===== config.mk =====
export PLATFORM = sky130hd
export DESIGN_NAME = flagclr_ram
export DESIGN_NICKNAME = d
export VERILOG_FILES = /design/src/rtl/flagclr_pkg.sv /design/src/rtl/flagclr_store.sv /design/src/rtl/flagclr_flags.sv /design/src/rtl/flagclr_ram.sv
export SDC_FILE = /design/constraint.sdc
export NUM_CORES = 2
export LEC_CHECK = 0
export ABC_AREA = 0
export BUFFER_PORTS_ARGS = -buffer_cell sky130_fd_sc_hd__buf_4
export CAP_MARGIN = 20
export CORE_UTILIZATION = 55
export CTS_BUF_LIST = sky130_fd_sc_hd__clkbuf_8
export DETAILED_ROUTE_END_ITERATION = 8
export PLACE_DENSITY = 0.71
export SETUP_SLACK_MARGIN = 0.3
export SYNTH_ARGS = -nofsm -noshare
export SYNTH_HDL_FRONTEND = slang
export SYNTH_MEMORY_MAX_BITS = 65536
export SYNTH_SLANG_ARGS = --single-unit

===== constraint.sdc =====
create_clock -name clk_i -period 2.4 [get_ports clk_i]
set_clock_uncertainty 0.2 [all_clocks]
set_input_delay 0.36 -clock clk_i [delete_from_list [all_inputs] [get_ports clk_i]]
set_output_delay 0.36 -clock clk_i [all_outputs]
set_load 0.05 [all_outputs]

===== src/rtl/flagclr_pkg.sv =====
package flagclr_pkg;
  typedef enum logic {
    FLAG_FLAT    = 1'b0,
    FLAG_GROUPED = 1'b1
  } flag_org_e;
endpackage


===== src/rtl/flagclr_store.sv =====
// Resetless storage array with registered, read-before-write output.
module flagclr_store #(
  parameter int DEPTH  = 256,
  parameter int WIDTH  = 16,
  localparam int ADDR_W = $clog2(DEPTH)
) (
  input  logic              clk_i,
  input  logic              we_i,
  input  logic [ADDR_W-1:0] waddr_i,
  input  logic [WIDTH-1:0]  wdata_i,
  input  logic              re_i,
  input  logic [ADDR_W-1:0] raddr_i,
  output logic [WIDTH-1:0]  rword_o
);
  logic [WIDTH-1:0] mem_q [DEPTH];
  logic [WIDTH-1:0] rd_q;

  always_ff @(posedge clk_i) begin
    if (we_i) mem_q[waddr_i] <= wdata_i;
    if (re_i) rd_q <= mem_q[raddr_i];
  end

  assign rword_o = rd_q;
endmodule


===== src/rtl/flagclr_flags.sv =====
// Stale-flag tracking, flat or two-level.
module flagclr_flags
  import flagclr_pkg::*;
#(
  parameter int        DEPTH    = 256,
  parameter int        GROUP    = 16,
  parameter flag_org_e FLAG_ORG = FLAG_GROUPED,
  localparam int ADDR_W = $clog2(DEPTH)
) (
  input  logic              clk_i,
  input  logic              rst_ni,
  input  logic              clear_i,
  input  logic              mod_en_i,
  input  logic [ADDR_W-1:0] mod_addr_i,
  input  logic [ADDR_W-1:0] raddr_i,
  output logic              stale_o
);
  generate
    if (FLAG_ORG == FLAG_FLAT) begin : g_flat
      logic [DEPTH-1:0] flag_q;

      always_ff @(posedge clk_i or negedge rst_ni) begin
        if (!rst_ni)       flag_q <= '1;
        else if (clear_i)  flag_q <= '1;
        else if (mod_en_i) flag_q[mod_addr_i] <= 1'b0;
      end

      assign stale_o = flag_q[raddr_i];
    end else begin : g_grouped
      localparam int NGRP   = DEPTH / GROUP;
      localparam int IDX_W  = $clog2(GROUP);

      logic [NGRP-1:0]  coarse_q;
      logic [GROUP-1:0] fine_q [NGRP];
      logic [ADDR_W-IDX_W-1:0] rg, mg;
      logic [IDX_W-1:0]        ri, mi;
      logic [GROUP-1:0]        fine_base, fine_nxt;

      assign rg = raddr_i[ADDR_W-1:IDX_W];
      assign ri = raddr_i[IDX_W-1:0];
      assign mg = mod_addr_i[ADDR_W-1:IDX_W];
      assign mi = mod_addr_i[IDX_W-1:0];

      // an untouched group counts as all-stale, whatever fine_q holds
      assign fine_base = coarse_q[mg] ? '1 : fine_q[mg];
      assign fine_nxt  = fine_base & ~(GROUP'(1) << mi);

      always_ff @(posedge clk_i) begin
        if (mod_en_i) fine_q[mg] <= fine_nxt;
      end

      always_ff @(posedge clk_i or negedge rst_ni) begin
        if (!rst_ni)       coarse_q <= '1;
        else if (clear_i)  coarse_q <= '1;
        else if (mod_en_i) coarse_q[mg] <= 1'b0;
      end

      assign stale_o = coarse_q[rg] | fine_q[rg][ri];
    end
  endgenerate
endmodule


===== src/rtl/flagclr_ram.sv =====
module flagclr_ram
  import flagclr_pkg::*;
#(
  parameter int        DEPTH    = 256,
  parameter int        WIDTH    = 16,
  parameter int        GROUP    = 16,
  parameter flag_org_e FLAG_ORG = FLAG_GROUPED,
  parameter bit        SCRUB    = 1'b0,
  localparam int ADDR_W = $clog2(DEPTH)
) (
  input  logic              clk_i,
  input  logic              rst_ni,
  input  logic              clear_i,
  input  logic              we_i,
  input  logic [ADDR_W-1:0] waddr_i,
  input  logic [WIDTH-1:0]  wdata_i,
  input  logic              re_i,
  input  logic [ADDR_W-1:0] raddr_i,
  output logic [WIDTH-1:0]  rdata_o,
  output logic              rvalid_o
);
  logic              stale_rd;
  logic              scrub_w;
  logic              arr_we;
  logic [ADDR_W-1:0] arr_waddr;
  logic [WIDTH-1:0]  arr_wdata;
  logic [WIDTH-1:0]  rword;
  logic              stale_q;
  logic              rvalid_q;

  // scrub only takes the write port when the user does not
  assign scrub_w   = SCRUB && re_i && stale_rd && !we_i && !clear_i;
  assign arr_we    = we_i | scrub_w;
  assign arr_waddr = we_i ? waddr_i : raddr_i;
  assign arr_wdata = we_i ? wdata_i : '0;

  flagclr_store #(
    .DEPTH (DEPTH),
    .WIDTH (WIDTH)
  ) u_store (
    .clk_i   (clk_i),
    .we_i    (arr_we),
    .waddr_i (arr_waddr),
    .wdata_i (arr_wdata),
    .re_i    (re_i),
    .raddr_i (raddr_i),
    .rword_o (rword)
  );

  flagclr_flags #(
    .DEPTH    (DEPTH),
    .GROUP    (GROUP),
    .FLAG_ORG (FLAG_ORG)
  ) u_flags (
    .clk_i      (clk_i),
    .rst_ni     (rst_ni),
    .clear_i    (clear_i),
    .mod_en_i   (arr_we),
    .mod_addr_i (arr_waddr),
    .raddr_i    (raddr_i),
    .stale_o    (stale_rd)
  );

  always_ff @(posedge clk_i or negedge rst_ni) begin
    if (!rst_ni) begin
      stale_q  <= 1'b1;
      rvalid_q <= 1'b0;
    end else begin
      rvalid_q <= re_i;
      if (re_i) stale_q <= stale_rd;
    end
  end

  assign rdata_o  = stale_q ? '0 : rword;
  assign rvalid_o = rvalid_q;
endmodule


# Word level (Yosys, flattened, before mapping)
# Memories as Yosys holds them, arrays and structs flattened. A register that Yosys moved wholly into a read port is not among the register bits.
# Index checks and enable logic that the tools add are counted.
classes:
  shifts: 1
  reduce_logical: 2
  muxes: 16
  bitwise: 5
  n_lt_le_gt_ge: 4
op_table:
  columns: ["cell", "n"]
  rows:
  - ["two-way mux 16 bit", 5]
  - ["bitwise AND 16 bit", 2]
  - ["inverter 16 bit", 2]
  - ["<< shifter 1 x 4 -> 16 bit, first input constant", 1]
  - ["less-than comparator 4 x 5 -> 1 bit, second input constant", 3]
  - ["binary-select mux 1 bit (select 4 bit)", 3]
  - ["two-way mux 8 bit", 1]
  - ["two-way mux 1 bit", 6]
  - ["demux 1 bit (select 4 bit)", 1]
  - [">= comparator 4 x 1 -> 1 bit, second input constant", 1]
  - ["nonzero test 2 bit", 1]
  - ["logical AND 1 bit", 1]
  - ["bitwise OR 1 bit", 1]
totals:
  ramBits: 4352
  regBits: 18
  in_bits: 37
  mem_count: 2
  word_cells: 33
mem_list:
  columns: ["name", "words", "word_bits", "read_ports", "rd_ports_with_merged_regs", "write_ports", "line_no", "rtl"]
  rows:
  - ["u_store.mem_q", 256, 16, 1, 1, 1, "flagclr_store.sv:15", "logic [WIDTH-1:0] mem_q [DEPTH];"]
  - ["u_flags.g_grouped.fine_q", 16, 16, 2, 0, 1, "flagclr_flags.sv:34", "logic [GROUP-1:0] fine_q [NGRP];"]

# Logic depth before layout (Yosys ltp)
depth:
  ltp_word: 9
  ltp_mapped: 10

# Hierarchy
# From an unflattened synthesis, not the netlist that was laid out.
hier_totals:
  hier_cells: 8065
  hier_area_um2: 172173.9
modules_own_cells:
  columns: ["mod", "cells_per_inst", "area_per_inst_um2", "seq_area_each_um2", "n_inst"]
  rows:
  - ["flagclr_store", 7360, 158874.9, 123478.4, 1]
  - ["flagclr_flags", 658, 12893.6, 8107.8, 1]
  - ["flagclr_ram", 47, 405.4, 51.3, 1]

# Least setup slack after synthesis
# No wires, ideal clock.
synth_path:
  path_type: "input to register"
  from: "input we_i"
  to: "memory u_store.mem_q[0][10] (data pin)"
  setup_slack_ns: -2.919
  t_arrival_ns: 4.252
  n_path_buf: 3
  path_stages: 4
  required_time_ns: 1.333
  path_cell_list: "buf_2 clkbuf_1 clkbuf_1 and2_1"
synth_via:
  elab_chain_len: 1
synth_lines:
  columns: ["element", "line_no", "rtl"]
  rows:
  - ["from (decl)", "flagclr_ram.sv:14", "input logic we_i,"]
  - ["two-way mux 16 bit", "flagclr_ram.sv:35", "assign arr_wdata = we_i ? wdata_i : '0;"]
  - ["net arr_wdata[10]", "flagclr_ram.sv:26", "logic [WIDTH-1:0] arr_wdata;"]
  - ["to (decl)", "flagclr_store.sv:15", null]
# The timed path passes the listed nets, and every way through them passes these cells.

# Worst setup path after layout
layout_path:
  from: "register u_store.rd_q[9], in the netlist u_store.rword_o[9] (read register of u_store.mem_q)"
  to: "output rdata_o[9]"
layout_via:
  elab_chain_len: 1
layout_lines:
  columns: ["element", "line_no", "rtl"]
  rows:
  - ["from (decl)", "flagclr_store.sv:16", "logic [WIDTH-1:0] rd_q;"]
  - ["two-way mux 16 bit", "flagclr_ram.sv:74", "assign rdata_o = stale_q ? '0 : rword;"]
  - ["to (decl)", "flagclr_ram.sv:19", "output logic [WIDTH-1:0] rdata_o,"]
# No other way between the ends.

==> results.json <==
{
  "wl_per_cell_um": 33.4,
  "synth.avg_cell_area_um2": 24.1,
  "worstSetupPathType": "flop to output port",
  "die_w_um": 558,
  "synth_edf_count": 4368,
  "drtPass1Iterations": 6,
  "tns_ps": -13050,
  "initial_core_util": 0.554,
  "seq_area_um2": 132000,
  "yosys.area.top_type": "edfxtp_1",
  "grt_pass1_wl_um": 622000,
  "synth_warnings": 0,
  "cts_tree": "yes",
  "p_per_area_nw_per_um2": 743,
  "first_global_vias": 87000,
  "drt_iter0_markers": 11400,
  "wl_um": 437000,
  "path_max_fanout": 2,
  "pwr-share-clk": 0.374,
  "slew_viol_final": 0,
  "yosysMostFrequentCell": "edfxtp_1",
  "setup_slack_ps": -587,
  "place_ws_ps": -1780,
  "ant_nets": 0,
  "io_pins": 54,
  "drc": 0,
  "met1_usage": 0.389,
  "top_usage_layer": "met2",
  "viasPerCell": 6.46,
  "p_leak_nw": 59.5,
  "hold_ws_ps": 53.1,
  "synth_cells": 7045,
  "setup_viol": 49,
  "arrival_ps": 2430,
  "ys_ff_latch": 4386,
  "finalNetCount": 8495,
  "cts_max_path_buffers": 4,
  "fin_cells": 13100,
  "fmax_mhz": 335,
  "vias": 84600,
  "syn_area_um2": 170000,
  "grt_util_met3": 0.0643,
  "gp_congestion": 0.851,
  "internal-power_mw": 117,
  "fp-row-count": 203,
  "synth_seq_area_share": 0.775,
  "tightest_slew_ps": 793,
  "post-dp-hpwl_um": 268000,
  "hold_path_class": "primary input to flop",
  "synth.top_cells.by_area": "edfxtp_1, mux4_2, nor2_1",
  "p_sw_frac": 0.229,
  "met2_usage": 0.457,
  "cts_root_buf": "clkbuf_8",
  "synth_top_area_share": 0.773,
  "synth_flop_cell": "edfxtp_1",
  "grt_max_degree": 94,
  "relSlewSlack": 0.470,
  "layout-drive-gt1-share": 0.422,
  "p_sw_mw": 34.6,
  "cts_sinks": 4386,
  "synthArstFlopShare": 0.00410,
  "core_um2": 306000,
  "die_h_um": 558,
  "worstPathRequired_ps": 1840,
  "area_growth_pct": 19.9,
  "dp_cells": 11800,
  "min_period_ps": 2990,
  "io_buffers": 53,
  "multi_input_area_um2": 39200,
  "dieArea_um2": 311000,
  "hold_viol": 0,
  "comb_power_share": 0.065,
  "fin_crit_sh": 1.24,
  "syn_nets": 7082,
  "status": "finished, violations left",
  "worstSetupEndpointType": "output port",
  "htreeDepth": 6,
  "p_seq_frac": 0.561,
  "clk_latency_ps": 1240,
  "yosysUniqueCellTypes": 48,
  "synth_commonest_cells": "edfxtp_1, mux4_2, nor2_1",
  "rsz0062_at_grt": "yes",
  "final.fill_count": 18700,
  "cp-start-kind": "flop",
  "fin_area_um2": 204000,
  "cap_viol_max_count": 0,
  "cts_buffers": 672,
  "grtUsageTotal": 0.284,
  "vdd_drop_max_mv": 0.609,
  "placed_area_um2": 189000,
  "overflow": 0,
  "clk_transition_reported_paths_ps": 60,
  "failed_checks": "negative setup slack",
  "antenna_found_initial": 14
}
## power by group through the flow
stage          logic, mW  registers, mW  clock network (mW)
2_1_floorplan       5.10           86.3                   0
3_3_place_gp        8.92           86.4                   0
3_5_place_dp        9.11           86.4                   0
4_1_cts             9.73           84.8                57.4
5_1_grt             10.2           84.7                60.6
6_report            9.83           84.8                56.6
## metrics by stage
| step | power [mW] | utilization |
|---|---|---|
| after floorplan | 91.4 | - |
| after global placement | 95.3 | 0.617 |
| after detailed placement | 95.5 | 0.617 |
| after CTS | 152 | 0.663 |
| after global routing | 155 | 0.665 |
| final | 151 | 0.665 |
## repair_timing
item,in CTS,in global routing
endpoints found under the setup margin,322,1256
gates resized for setup,222,50
endpoints found under the hold margin,6011,352
cloned,21,0
pin swaps,71,22
hold buffers,52,2
setup buffers,6,17
## metal layers
metal	wire length, µm	share of wire
met1	162000	0.37
met2	215000	0.49
met3	44300	0.10
met4	15200	0.035
met5	0	0
## cell usage in the layout, fill, tap and decap left out, drive strengths merged, types with 18 or more instances in the layout
cell type / netlist / layout
nand2: 94 / 94
clkbuf: 223 / 688
and2: 37 / 37
mux2i: 44 / 44
mux4: 1399 / 1399
dlygate4sd3: 0 / 44
nor2: 269 / 269
clkinv: 1 / 206
o21a: 18 / 34
inv: 20 / 295
a211oi: 18 / 18
buf: 191 / 1084
nor2b: 24 / 24
edfxtp: 4368 / 4368
a22o: 65 / 65
diode: 0 / 26
a22oi: 94 / 94
o21ai: 43 / 43
nand3: 32 / 32
## logic make-up (layout without fill, tap and decap cells)
logic type | count (synthesis) | in the layout | share of synthesized area
AOI/OAI and AO/OA | 305 | 321 | 0.0133
muxes | 1444 | 1444 | 0.188
and+or+nand+nor | 475 | 475 | 0.0120
other | 0 | 26 | 0
DFF | 4386 | 4386 | 0.775
buffers and inverters | 435 | 2342 | 0.0109
## worst paths after layout
check,cells past startpoint,end,slack (ps),from
worst max-delay path,2,rdata_o[9],-590,u_store.rword_o[9]
worst min-delay path,6,u_flags.g_grouped.fine_q[13][2],50,we_i
worst max register to register,8,u_store.rword_o[12],-570,u_store.mem_q[74][12]
worst min register to register,1,u_flags.g_grouped.coarse_q[13],320,u_flags.g_grouped.coarse_q[13]
max in group asynchronous,4,u_flags.g_grouped.coarse_q[1],1430,rst_ni
min in group asynchronous,3,rvalid_o,90,rst_ni
## flip-flops by register name, indices dropped and copies added (netlist names)
signal,cells
u_flags.g_grouped.coarse_q,16
stale_q,1
u_store.mem_q,4096
u_store.rword_o,16
rvalid_o,1
u_flags.g_grouped.fine_q,256
## layout make-up
class / count / share of cell area
Multi-Input combinational cell: 2240 / 0.193
Tap cell: 4100 / 0.0252
Clock buffer: 684 / 0.0462
Antenna cell: 26 / 0.000320
Inverter: 21 / 0.000504
Sequential cell: 4386 / 0.647
Clock inverter: 500 / 0.0132
Timing Repair Buffer: 1137 / 0.0753
## critical path, stage by stage (launching register included)
cell and delay (ps):
edfxtp_1 760, nor2b_4 290, buf_8 150
Power figures use the tool's default switching activity.
